--- src/rtl/smb_cfg_pkg.sv ---
package smb_cfg_pkg;

    typedef enum logic [3:0] {
        ST_IDLE,
        ST_ADDR,
        ST_CMD,
        ST_COUNT,
        ST_WDATA,
        ST_ACK,
        ST_TX,
        ST_MACK,
        ST_HOLD
    } smb_state_e;

    localparam int BYTE_BITS = 8;

endpackage

--- src/rtl/smb_cfg_sync.sv ---
module smb_cfg_sync #(
    parameter int STAGES = 2
) (
    input  logic clk,
    input  logic rst_n,
    input  logic scl_i,
    input  logic sda_i,
    output logic sda_o,
    output logic scl_rise,
    output logic scl_fall,
    output logic start_p,
    output logic stop_p
);

    logic [STAGES-1:0] scl_ff;
    logic [STAGES-1:0] sda_ff;
    logic              scl_d;
    logic              sda_d;
    logic              scl_q;
    logic              sda_q;

    always_ff @(posedge clk or negedge rst_n) begin
        if (!rst_n) begin
            scl_ff <= '1;
            sda_ff <= '1;
            scl_d  <= 1'b1;
            sda_d  <= 1'b1;
        end else begin
            scl_ff <= {scl_ff[STAGES-2:0], scl_i};
            sda_ff <= {sda_ff[STAGES-2:0], sda_i};
            scl_d  <= scl_ff[STAGES-1];
            sda_d  <= sda_ff[STAGES-1];
        end
    end

    always_comb begin
        scl_q    = scl_ff[STAGES-1];
        sda_q    = sda_ff[STAGES-1];
        sda_o    = sda_q;
        scl_rise = scl_q & ~scl_d;
        scl_fall = ~scl_q & scl_d;
        start_p  = scl_q & scl_d & sda_d & ~sda_q;
        stop_p   = scl_q & scl_d & ~sda_d & sda_q;
    end

endmodule

--- src/rtl/smb_cfg_regbank.sv ---
module smb_cfg_regbank #(
    parameter int NREGS = 16,
    parameter int AW    = 4
) (
    input  logic               clk,
    input  logic               rst_n,
    input  logic               wr_en,
    input  logic [AW-1:0]      wr_addr,
    input  logic [7:0]         wr_data,
    input  logic [AW-1:0]      rd_addr,
    output logic [7:0]         rd_data,
    output logic [NREGS*8-1:0] bank_o
);

    logic [7:0] mem [NREGS];

    for (genvar g = 0; g < NREGS; g++) begin : g_reg
        always_ff @(posedge clk or negedge rst_n) begin
            if (!rst_n) begin
                mem[g] <= 8'h00;
            end else if (wr_en && (wr_addr == AW'(g))) begin
                mem[g] <= wr_data;
            end
        end
        assign bank_o[g*8 +: 8] = mem[g];
    end

    assign rd_data = mem[rd_addr];

endmodule

--- src/rtl/smb_cfg_slave.sv ---
module smb_cfg_slave #(
    parameter logic [6:0] SLAVE_ADDR = 7'h2C,
    parameter int         NREGS      = 16,
    parameter int         SYNC_STAGES = 2
) (
    input  logic               clk,
    input  logic               rst_n,
    input  logic               scl_i,
    input  logic               sda_i,
    output logic               sda_oe,
    output logic [NREGS*8-1:0] regs_o
);
    import smb_cfg_pkg::*;

    localparam int AW = (NREGS > 1) ? $clog2(NREGS) : 1;
    localparam int PW = 8;
    localparam logic [PW-1:0] PTR_MAX = '1;
    localparam logic [7:0]    COUNT_BYTE = 8'(NREGS);

    smb_state_e state, state_nx;
    smb_state_e after_ack, after_ack_nx;

    logic       sda_s, scl_rise, scl_fall, start_p, stop_p;
    logic [3:0] bitcnt, bitcnt_nx;
    logic [7:0] rxsh, rxsh_nx;
    logic [7:0] txsh, txsh_nx;
    logic [PW-1:0] ptr, ptr_nx;
    logic [PW-1:0] off, off_nx;
    logic       blk, blk_nx;
    logic       mack, mack_nx;
    logic       wr_en;
    logic [7:0] rd_data;
    logic [7:0] rd_byte;
    logic       in_range;
    logic       byte_done;

    smb_cfg_sync #(.STAGES(SYNC_STAGES)) u_sync (
        .clk      (clk),
        .rst_n    (rst_n),
        .scl_i    (scl_i),
        .sda_i    (sda_i),
        .sda_o    (sda_s),
        .scl_rise (scl_rise),
        .scl_fall (scl_fall),
        .start_p  (start_p),
        .stop_p   (stop_p)
    );

    smb_cfg_regbank #(.NREGS(NREGS), .AW(AW)) u_bank (
        .clk     (clk),
        .rst_n   (rst_n),
        .wr_en   (wr_en),
        .wr_addr (ptr[AW-1:0]),
        .wr_data (rxsh),
        .rd_addr (ptr[AW-1:0]),
        .rd_data (rd_data),
        .bank_o  (regs_o)
    );

    assign in_range  = (ptr < PW'(NREGS));
    assign rd_byte   = in_range ? rd_data : 8'hFF;
    assign byte_done = scl_fall && (bitcnt == 4'd8);

    // next state and datapath decisions
    always_comb begin
        state_nx     = state;
        after_ack_nx = after_ack;
        bitcnt_nx    = bitcnt;
        rxsh_nx      = rxsh;
        txsh_nx      = txsh;
        ptr_nx       = ptr;
        off_nx       = off;
        blk_nx       = blk;
        mack_nx      = mack;
        wr_en        = 1'b0;
        if (stop_p) begin
            state_nx  = ST_IDLE;
            bitcnt_nx = '0;
            ptr_nx    = '0;
            off_nx    = '0;
            blk_nx    = 1'b0;
        end else if (start_p) begin
            state_nx  = ST_ADDR;
            bitcnt_nx = '0;
            ptr_nx    = off;
        end else begin
            unique case (state)
                ST_IDLE, ST_HOLD: begin
                end
                ST_ADDR, ST_CMD, ST_COUNT, ST_WDATA: begin
                    if (scl_rise) begin
                        rxsh_nx   = {rxsh[6:0], sda_s};
                        bitcnt_nx = bitcnt + 4'd1;
                    end else if (byte_done) begin
                        bitcnt_nx    = '0;
                        state_nx     = ST_ACK;
                        after_ack_nx = ST_WDATA;
                        if (state == ST_ADDR) begin
                            if (rxsh[7:1] != SLAVE_ADDR) begin
                                state_nx = ST_HOLD;
                            end else if (rxsh[0]) begin
                                after_ack_nx = ST_TX;
                                txsh_nx      = blk ? COUNT_BYTE : rd_byte;
                            end else begin
                                after_ack_nx = ST_CMD;
                            end
                        end else if (state == ST_CMD) begin
                            blk_nx = ~rxsh[7];
                            off_nx = rxsh[7] ? {1'b0, rxsh[6:0]} : '0;
                            ptr_nx = rxsh[7] ? {1'b0, rxsh[6:0]} : '0;
                            if (!rxsh[7]) begin
                                after_ack_nx = ST_COUNT;
                            end
                        end else if (state == ST_WDATA) begin
                            wr_en  = in_range;
                            ptr_nx = (ptr == PTR_MAX) ? ptr : ptr + 1'b1;
                        end
                    end
                end
                ST_ACK: begin
                    if (scl_fall) begin
                        state_nx  = after_ack;
                        bitcnt_nx = '0;
                    end
                end
                ST_TX: begin
                    if (scl_rise) begin
                        bitcnt_nx = bitcnt + 4'd1;
                    end else if (byte_done) begin
                        state_nx  = ST_MACK;
                        bitcnt_nx = '0;
                    end else if (scl_fall) begin
                        txsh_nx = {txsh[6:0], 1'b1};
                    end
                end
                ST_MACK: begin
                    if (scl_rise) begin
                        mack_nx = sda_s;
                    end else if (scl_fall) begin
                        if (!mack && blk) begin
                            state_nx = ST_TX;
                            txsh_nx  = rd_byte;
                            ptr_nx   = (ptr == PTR_MAX) ? ptr : ptr + 1'b1;
                        end else begin
                            state_nx = ST_HOLD;
                        end
                    end
                end
                default: state_nx = ST_IDLE;
            endcase
        end
    end

    // state register
    always_ff @(posedge clk or negedge rst_n) begin
        if (!rst_n) begin
            state     <= ST_IDLE;
            after_ack <= ST_IDLE;
        end else begin
            state     <= state_nx;
            after_ack <= after_ack_nx;
        end
    end

    // datapath registers
    always_ff @(posedge clk or negedge rst_n) begin
        if (!rst_n) begin
            bitcnt <= '0;
            rxsh   <= '0;
            txsh   <= '1;
            ptr    <= '0;
            off    <= '0;
            blk    <= 1'b0;
            mack   <= 1'b1;
        end else begin
            bitcnt <= bitcnt_nx;
            rxsh   <= rxsh_nx;
            txsh   <= txsh_nx;
            ptr    <= ptr_nx;
            off    <= off_nx;
            blk    <= blk_nx;
            mack   <= mack_nx;
        end
    end

    // outputs: only ever pull low
    always_comb begin
        sda_oe = (state == ST_ACK) || ((state == ST_TX) && !txsh[7]);
    end

endmodule

--- config.mk ---
export PLATFORM = sky130hd
export DESIGN_NAME = smb_cfg_slave
export DESIGN_NICKNAME = d
export VERILOG_FILES = /design/src/rtl/smb_cfg_pkg.sv /design/src/rtl/smb_cfg_sync.sv /design/src/rtl/smb_cfg_regbank.sv /design/src/rtl/smb_cfg_slave.sv
export SDC_FILE = /design/constraint.sdc
export NUM_CORES = 1
export LEC_CHECK = 0
export ABC_AREA = 1
export BUFFER_PORTS_ARGS = -buffer_cell sky130_fd_sc_hd__buf_2
export CAP_MARGIN = 20
export CORE_ASPECT_RATIO = 0.9
export CORE_UTILIZATION = 55
export DETAILED_ROUTE_END_ITERATION = 10
export PLACE_DENSITY = 0.75
export SLEW_MARGIN = 20
export SYNTH_ARGS = -nofsm -noshare
export SYNTH_HDL_FRONTEND = slang
export SYNTH_SLANG_ARGS = --single-unit
--- constraint.sdc ---
create_clock -name clk -period 3.25 [get_ports clk]
set_input_delay 0.65 -clock clk [delete_from_list [all_inputs] [get_ports clk]]
set_output_delay 0.65 -clock clk [all_outputs]
set_load 0.005 [all_outputs]
==> flow_summary.html, run 1 <==
<table>
<tr><th>Metric</th><th>Value</th></tr>
<tr><th colspan="2">Layout</th></tr>
<tr><td>Final Non-Filler Cells</td><td>1,508</td></tr>
<tr><td>Count of nets after finishing</td><td>1,298</td></tr>
<tr><td>Area growth from synthesis to final layout</td><td>14.6%</td></tr>
<tr><td>Ant diodes</td><td>0</td></tr>
<tr><td>Share of post-route cells with drive strength above 1</td><td>23.5%</td></tr>
<tr><td>Fraction of the core area covered by cells at the end of the flow</td><td>65.4%</td></tr>
<tr><th colspan="2">Synth</th></tr>
<tr><td>Number of synthesized flops with an enable pin</td><td>0</td></tr>
<tr><td>Post-synthesis cell type with the largest combined area</td><td>dfrtp_1</td></tr>
<tr><td>Library cells used by synthesis</td><td>31</td></tr>
<tr><td>Average cell area after synthesis</td><td>7.93 µm²</td></tr>
<tr><td>Number of synthesized register bits</td><td>178</td></tr>
<tr><td>Post-synthesis net count</td><td>1,187</td></tr>
<tr><td>Share of async-settable or async-resettable flops after synthesis</td><td>100%</td></tr>
<tr><td>Most used DFF post-synth</td><td>dfrtp_1</td></tr>
<tr><td>Share of synthesized area occupied by flip-flops and latches</td><td>47.9%</td></tr>
<tr><td>Area share of the largest cell type after synthesis</td><td>43.7%</td></tr>
<tr><td>Cell count after synthesis</td><td>1,177</td></tr>
<tr><td>Number of warning messages in the yosys log</td><td>0</td></tr>
<tr><td>Largest cells by area after synthesis</td><td>dfrtp_1 44%, nand2_1 17%, o21ai_2 5.3%</td></tr>
<tr><td>Post-synthesis cell area</td><td>0.00933 mm²</td></tr>
<tr><th colspan="2">Hold path</th></tr>
<tr><td>Worst min path class</td><td>in -&gt; async</td></tr>
<tr><th colspan="2">Clocking</th></tr>
<tr><td>Clock-pin slew on the worst setup and hold paths</td><td>70 ps</td></tr>
<tr><td>Inserted Clock Buffers</td><td>17</td></tr>
<tr><td>Post-CTS Setup Inserts</td><td>0</td></tr>
<tr><td>Source-to-sink clock delay at the later pin of the worst-skew pair</td><td>440 ps</td></tr>
<tr><td>Post-CTS Hold Fix Bufs</td><td>0</td></tr>
<tr><td>Number of clock sinks</td><td>178</td></tr>
<tr><td>Htree depth</td><td>4</td></tr>
<tr><td>Clock tree from TritonCTS</td><td>done</td></tr>
<tr><td>Maximum root-to-sink buffer count</td><td>2</td></tr>
<tr><td>Cts repair resizes</td><td>0</td></tr>
<tr><td>Clock Tree Root</td><td>clkbuf_16</td></tr>
<tr><th colspan="2">Worst setup path</th></tr>
<tr><td>Arrival time at the worst endpoint</td><td>2050 ps</td></tr>
<tr><td>Startpoint of the worst setup timing path</td><td>state[0]$_DFFE_PN0P_</td></tr>
<tr><td>Setup slack of the most critical reg-to-reg path</td><td>850 ps</td></tr>
<tr><td>Beginning of the worst register-to-register path</td><td>ptr[1]$_DFFE_PN0P_</td></tr>
<tr><td>Critical path data required time</td><td>2600 ps</td></tr>
<tr><td>CP Class</td><td>reg -&gt; out</td></tr>
<tr><td>Maximum fanout along the worst path</td><td>13</td></tr>
<tr><td>Startpoint types</td><td>register</td></tr>
<tr><td>Register-to-Register Path Depth</td><td>6</td></tr>
<tr><td>Type of element capturing the critical path</td><td>primary output</td></tr>
<tr><th colspan="2">Job</th></tr>
<tr><td>Number of maximum-capacitance violations</td><td>0</td></tr>
<tr><th colspan="2">Global route</th></tr>
<tr><td>Initial antenna violation count</td><td>0</td></tr>
<tr><td>Total global-route track usage</td><td>31.6%</td></tr>
<tr><td>Global-route wire length before repair</td><td>42,700 µm</td></tr>
<tr><td>Final global-route overflow total</td><td>0</td></tr>
<tr><td>Vias in the first global route</td><td>7,861</td></tr>
<tr><td>Pin count of the biggest net entering global routing</td><td>78</td></tr>
<tr><th colspan="2">Detailed routing</th></tr>
<tr><td>Total via count in the routed design</td><td>8,496</td></tr>
<tr><td>Detailed Routing Iterations Pass 1</td><td>6</td></tr>
<tr><td>Routed wire length</td><td>26,600 µm</td></tr>
<tr><td>Mean number of vias per cell</td><td>5.63</td></tr>
<tr><td>Antenna Violating Nets Remaining</td><td>0</td></tr>
<tr><td>Per-cell routed wire length</td><td>17.6 µm</td></tr>
<tr><td>Post-route DRC violation count</td><td>0</td></tr>
<tr><td>Number of design-rule violations left by the first detailed-router iteration</td><td>809</td></tr>
<tr><th colspan="2">Timing</th></tr>
<tr><td>Max_slew headroom</td><td>34.8%</td></tr>
<tr><td>Number of hold violations in the final report</td><td>0</td></tr>
<tr><td>Setup repair after global routing missed its margin</td><td>no</td></tr>
<tr><td>Final setup skew</td><td>10.7 ps</td></tr>
<tr><td>Setup_tns</td><td>0 ps</td></tr>
<tr><td>Slew at the pin with the worst max-slew slack</td><td>977 ps</td></tr>
<tr><td>Post-route fraction of the period consumed by the critical path</td><td>83.1%</td></tr>
<tr><td>Number of setup violations in the final report</td><td>0</td></tr>
<tr><td>Tmin final</td><td>2700 ps</td></tr>
<tr><td>Max Fclk</td><td>370 MHz</td></tr>
<tr><td>Slew Viols, Final</td><td>0</td></tr>
<tr><td>Min setup slack post-route</td><td>548 ps</td></tr>
<tr><th colspan="2">Die</th></tr>
<tr><td>Number of top-level pins</td><td>133</td></tr>
<tr><td>Vertical extent of the die</td><td>126 µm</td></tr>
<tr><td>Placeable Area</td><td>0.0164 mm²</td></tr>
<tr><td>Number of rows in the core area</td><td>44</td></tr>
<tr><td>Floorplan die area</td><td>0.0175 mm²</td></tr>
<tr><td>Width of the chip</td><td>139 µm</td></tr>
<tr><td>Starting Density</td><td>57.1%</td></tr>
<tr><th colspan="2">Power</th></tr>
<tr><td>Leakage dissipation</td><td>0.00557 µW</td></tr>
<tr><td>Worst supply voltage drop on vdd</td><td>0.498 mV</td></tr>
<tr><td>Cell area power density</td><td>617 mW/mm²</td></tr>
<tr><th colspan="2">Place</th></tr>
<tr><td>Routability Congestion</td><td>0.911</td></tr>
<tr><td># placed instances</td><td>1,476</td></tr>
<tr><td>Number of buffers inserted by port buffering</td><td>132</td></tr>
<tr><td>HPWL after detailed placement</td><td>18,300 µm</td></tr>
<tr><td>Setup slack after placement</td><td>924 ps</td></tr>
<tr><th colspan="2">Outcome</th></tr>
<tr><td>Outcome</td><td>complete, no violations</td></tr>
</table>
-- layout make-up --
type	instances	area, µm²
Clock inverter	15	203
Sequential cell	178	4470
Clock buffer	17	425
Timing Repair Buffer	150	815
Tap cell	207	259
Multi-Input combinational cell	843	4150
Inverter	98	373
Fill cell	1399	5650
-- registers in the layout, indices dropped and copies added (netlist names) --
name and count:
u_bank.bank_o 128, ptr 8, rxsh 8, txsh 8
off 7, bitcnt 4, state 4, after_ack 3
u_sync.scl_ff 2, u_sync.sda_ff 2, blk 1, mack 1
u_sync.scl_d 1, u_sync.sda_d 1
-- routing by layer --
layer | part of all wire [%] | up-vias | GRT usage (%)
met5 | 0 | - | 0
met2 | 44 | 424 | 47.1
li1 | - | 4009 | -
met1 | 45 | 4013 | 46.2
met3 | 9.5 | 50 | 6.43
met4 | 2.3 | 0 | 10.1
-- through the flow --
step / hold WS [ps] / area [µm²] / total power, µW
after floorplan: 345 / 9330 / 3870
after global placement: 346 / 10100 / 4360
after detailed placement: 347 / 10100 / 4380
after CTS: 272 / 10700 / 6560
after global routing: 298 / 10700 / 6930
final: 237 / 10700 / 6600
-- cells by family (layout without fill, tap and decap cells) --
| kind of cell | count (synthesis) | after routing | synth area share, % |
|---|---|---|---|
| AOI/OAI and AO/OA | 212 | 212 | 13.7 |
| DFF | 178 | 178 | 47.9 |
| buffers and inverters | 156 | 280 | 7.60 |
| xor gates and xnor gates | 4 | 4 | 0.375 |
| and+or+nand+nor | 621 | 621 | 29.5 |
| adders and majority gates | 6 | 6 | 0.804 |
-- synth_stat cells (7+ instances only) --
cell type  count
nand2_1      411
dfrtp_1      163
inv_1         87
nand3_1       84
o21ai_0       80
nor2_1        64
o21ai_1       61
o21ai_2       56
clkbuf_1      24
buf_2         20
nand4_1       19
dfstp_2       15
nand2_4       14
buf_6         12
inv_2         10
a21oi_1        9
nand2_2        9
nor2_2         7
-- worst max-delay path, stage by stage (launching register included) --
cell and delay [ps]:
dfrtp_1 440, inv_2 90, nand2_1 110, nor2_2 440, inv_1 210, o21ai_0 190
buf_2 140
-- final timing paths --
| path | to |
|---|---|
| min in group clk | u_sync.sda_ff[0]$_DFF_PN1_ |
| worst min register to register | u_sync.sda_ff[1]$_DFF_PN1_ |
| worst max register to register | u_bank.bank_o[122]$_DFFE_PN0P_ |
| max in group asynchronous | u_bank.bank_o[49]$_DFFE_PN0P_ |
| worst min-delay path | u_bank.bank_o[113]$_DFFE_PN0P_ |
| worst max-delay path | sda_oe |
-- report_power, final --
part | total, µW | internal, µW | switching [µW]
Clock | 2210 | 1290 | 912
Sequential | 2550 | 2370 | 175
Combinational | 1850 | 507 | 1340
Total | 6600 | 4170 | 2430
-- placed cells by master, fill, tap and decap left out, drive strengths merged --
| cell | n |
|---|---|
| nand2 | 436 |
| o21bai | 1 |
| o21ai | 197 |
| o22ai | 1 |
| nor3 | 2 |
| dfrtp | 163 |
| nand4 | 19 |
| a21oi | 9 |
| nor2 | 80 |
| buf | 150 |
| ha | 6 |
| clkinvlp | 2 |
| dfstp | 15 |
| inv | 101 |
| a31oi | 2 |
| bufinv | 4 |
| xor2 | 4 |
| clkbuf | 17 |
| clkinv | 6 |
| nand3 | 84 |
| o211ai | 2 |
Note: power is estimated with default switching activity, not from simulation.
==> run 2, diff against run 1 <==
- clock period: 3.25 -> 2.8 ns (I/O delays scaled with it)
==> run 2 against run 1 <==
Die area is the same. First-iteration DRC count fell by 5.7%. Combinational power is 23% higher. Count of clock-buffer cells in the layout is 6 higher. Critical path type unchanged. Critical endpoint unchanged. Highest routed layer unchanged.
==> flow_summary.html, run 2 (synthesis gave the netlist of run 1 again) <==
<table>
<tr><th>Metric</th><th>Value</th></tr>
<tr><th colspan="2">Outcome</th></tr>
<tr><td>Outcome</td><td>complete, no violations</td></tr>
<tr><th colspan="2">Layout</th></tr>
<tr><td>Share of post-route cells with drive strength above 1</td><td>23.5% (about the same)</td></tr>
<tr><td>Most common cell after layout, fill and taps aside</td><td>nand2_1</td></tr>
<tr><td>Most frequent cells in the layout</td><td>411 x nand2_1, 162 x dfrtp_1, 131 x buf_2, 87 x inv_1, 84 x nand3_1</td></tr>
<tr><td>Area growth from synthesis to final layout</td><td>14.6% (about the same)</td></tr>
<tr><td>Final Non-Filler Cells</td><td>1,509 (+0.066%)</td></tr>
<tr><td>Largest register FFs</td><td>128 (unchanged)</td></tr>
<tr><td>Ant diodes</td><td>0 (unchanged)</td></tr>
<tr><td>Count of nets after finishing</td><td>1,299 (+0.077%)</td></tr>
<tr><td>Fraction of the core area covered by cells at the end of the flow</td><td>65.4% (about the same)</td></tr>
<tr><td>Number of fillers in the final layout</td><td>1,411 (+0.86%)</td></tr>
<tr><th colspan="2">Die</th></tr>
<tr><td>Number of top-level pins</td><td>133 (unchanged)</td></tr>
<tr><td>Starting Density</td><td>57.1% (unchanged)</td></tr>
<tr><td>Number of rows in the core area</td><td>44 (unchanged)</td></tr>
<tr><td>Vertical extent of the die</td><td>126 µm (unchanged)</td></tr>
<tr><td>Placeable Area</td><td>0.0164 mm² (unchanged)</td></tr>
<tr><td>Width of the chip</td><td>139 µm (unchanged)</td></tr>
<tr><td>Floorplan die area</td><td>0.0175 mm² (unchanged)</td></tr>
<tr><th colspan="2">Global route</th></tr>
<tr><td>Final global-route overflow total</td><td>0 (unchanged)</td></tr>
<tr><td>Global-route wire length before repair</td><td>41,400 µm (-2.9%)</td></tr>
<tr><td>Vias in the first global route</td><td>7,536 (-4.1%)</td></tr>
<tr><td>Pin count of the biggest net entering global routing</td><td>73 (-6.4%)</td></tr>
<tr><td>Initial antenna violation count</td><td>0 (unchanged)</td></tr>
<tr><td>Total global-route track usage</td><td>30.7% (-0.89 points)</td></tr>
<tr><th colspan="2">Clocking</th></tr>
<tr><td>Clock Tree Root</td><td>clkbuf_16</td></tr>
<tr><td>Clock tree from TritonCTS</td><td>done</td></tr>
<tr><td>Source-to-sink clock delay at the later pin of the worst-skew pair</td><td>440 ps (about the same)</td></tr>
<tr><td>Clock-pin slew on the worst setup and hold paths</td><td>70 ps (about the same)</td></tr>
<tr><td>Htree depth</td><td>4 (unchanged)</td></tr>
<tr><td>Maximum root-to-sink buffer count</td><td>2 (unchanged)</td></tr>
<tr><td>Inserted Clock Buffers</td><td>17 (unchanged)</td></tr>
<tr><td>Post-CTS Setup Inserts</td><td>0 (unchanged)</td></tr>
<tr><td>Cts repair resizes</td><td>0 (unchanged)</td></tr>
<tr><td>Post-CTS Hold Fix Bufs</td><td>0 (unchanged)</td></tr>
<tr><td>Number of clock sinks</td><td>178 (unchanged)</td></tr>
<tr><th colspan="2">Job</th></tr>
<tr><td>Number of maximum-capacitance violations</td><td>0 (unchanged)</td></tr>
<tr><th colspan="2">Timing</th></tr>
<tr><td>Slew Viols, Final</td><td>0 (unchanged)</td></tr>
<tr><td>Number of setup violations in the final report</td><td>0 (unchanged)</td></tr>
<tr><td>Post-route fraction of the period consumed by the critical path</td><td>94.6%</td></tr>
<tr><td>Slew at the pin with the worst max-slew slack</td><td>945 ps (-32.4 ps)</td></tr>
<tr><td>Final setup skew</td><td>12.1 ps (+1.38 ps)</td></tr>
<tr><td>Setup repair after global routing missed its margin</td><td>no</td></tr>
<tr><td>Max_slew headroom</td><td>37.0% (+2.2 points)</td></tr>
<tr><td>Setup_tns</td><td>0 ps (unchanged)</td></tr>
<tr><td>Tmin final</td><td>2650 ps</td></tr>
<tr><td>Max Fclk</td><td>378 MHz</td></tr>
<tr><td>Number of hold violations in the final report</td><td>0 (unchanged)</td></tr>
<tr><th colspan="2">Detailed routing</th></tr>
<tr><td>Mean number of vias per cell</td><td>5.60 (-0.58%)</td></tr>
<tr><td>Antenna Violating Nets Remaining</td><td>0 (unchanged)</td></tr>
<tr><td>Total via count in the routed design</td><td>8,452 (-0.52%)</td></tr>
<tr><td>Number of design-rule violations left by the first detailed-router iteration</td><td>763 (-5.7%)</td></tr>
<tr><td>Routed wire length</td><td>25,800 µm (-2.8%)</td></tr>
<tr><td>Per-cell routed wire length</td><td>17.1 µm (-2.8%)</td></tr>
<tr><td>Detailed Routing Iterations Pass 1</td><td>5 (-1)</td></tr>
<tr><td>Post-route DRC violation count</td><td>0 (unchanged)</td></tr>
<tr><th colspan="2">Power</th></tr>
<tr><td>Switching power of the nets</td><td>2820 µW (+16%)</td></tr>
<tr><td>Total Power</td><td>7560 µW (+14%)</td></tr>
<tr><td>Int Pwr</td><td>4740 µW (+14%)</td></tr>
<tr><td>Cell area power density</td><td>707 mW/mm² (+15%)</td></tr>
<tr><td>Switching fraction of total power</td><td>37.3% (+0.48 points)</td></tr>
<tr><td>Clock power frac</td><td>31.7% (-1.7 points)</td></tr>
<tr><td>Proportion of power drawn by flip-flops and latches</td><td>38.2% (-0.4 points)</td></tr>
<tr><td>Leakage dissipation</td><td>0.00557 µW (about the same)</td></tr>
<tr><td>Comb power frac</td><td>30.2% (+2.2 points)</td></tr>
<tr><td>Worst supply voltage drop on vdd</td><td>0.488 mV (-2.0%)</td></tr>
<tr><th colspan="2">Worst setup path</th></tr>
<tr><td>Startpoint types</td><td>register</td></tr>
<tr><td>Type of element capturing the critical path</td><td>primary output</td></tr>
<tr><td>Arrival time at the worst endpoint</td><td>2090 ps (+40 ps)</td></tr>
<tr><td>Register-to-Register Path Depth</td><td>10 (+4)</td></tr>
<tr><td>Critical path data required time</td><td>2240 ps (-360 ps)</td></tr>
<tr><td>Maximum fanout along the worst path</td><td>13 (unchanged)</td></tr>
<tr><td>CP Class</td><td>reg -&gt; out</td></tr>
<tr><th colspan="2">Place</th></tr>
<tr><td>Number of buffers inserted by port buffering</td><td>132 (unchanged)</td></tr>
<tr><td># placed instances</td><td>1,477 (+0.068%)</td></tr>
<tr><td>Routability Congestion</td><td>0.913 (+0.24%)</td></tr>
<tr><td>HPWL after detailed placement</td><td>17,800 µm (-2.6%)</td></tr>
<tr><th colspan="2">Hold path</th></tr>
<tr><td>Worst min path class</td><td>in -&gt; async</td></tr>
</table>
[run 2: changes by cell type in the layout (fill, tap and decap cells not counted), sizes merged]
| cell | delta |
|---|---|
| clkbuf | +6 |
| bufinv | -3 |
| clkinvlp | -2 |
| buf | +1 |
| clkinv | -1 |
[run 2: worst paths after layout]
kind                                       startpoint                              to  slack (ps)
max                              state[3]$_DFFE_PN0P_                          sda_oe         150
max reg2reg                u_sync.sda_ff[1]$_DFF_PN1_             txsh[3]$_DFFE_PN1P_         670
min in group clk                                scl_i      u_sync.scl_ff[0]$_DFF_PN1_         220
min                                             rst_n  u_bank.bank_o[121]$_DFFE_PN0P_          80
min reg2reg                u_sync.scl_ff[0]$_DFF_PN1_      u_sync.scl_ff[1]$_DFF_PN1_         360
max in group asynchronous                       rst_n      u_sync.sda_ff[1]$_DFF_PN1_        1910
[run 2: power by group through the flow]
stage	Clock, µW	Sequential [µW]	Combinational (µW)
global route	2540	2900	2530
global placement	0	2920	2230
floorplan	0	2880	1610
detailed placement	0	2920	2250
finish	2390	2880	2280
CTS	2420	2880	2260
[run 2: worst max-delay path, cell delays in order, from the launching register on]
cell and delay (ps):
dfrtp_1 430, inv_1 120, nand2_1 90, nor2_2 440, inv_1 200, o21ai_0 230
buf_2 150
[run 2: stage by stage]
stage	cell area (µm²)	setup WS [ps]	hold slack (ps)
floorplan	9330	1030	264
global placement	10100	648	347
detailed placement	10100	631	349
CTS	10700	165	91.3
global route	10700	74.2	110
finish	10700	151	75.5
[run 2: layout make-up]
type | instances | area (µm²) | area share (%)
multi-input cells | 843 | 4150 | 38.8
well taps | 207 | 259 | 2.42
flip-flops and latches | 178 | 4470 | 41.8
clock inverters | 9 | 92.6 | 0.866
inverters | 98 | 373 | 3.49
clock buffers | 23 | 498 | 4.66
repair buffers | 151 | 847 | 7.92
[run 2: per-layer routing]
layer | track usage, % | vias up | routed length, µm
met1 | 45.1 | 4019 | 11600
met5 | 0 | - | 0
met4 | 9.80 | 0 | 531
li1 | - | 4011 | -
met2 | 45.2 | 383 | 11500
met3 | 6.74 | 39 | 2180
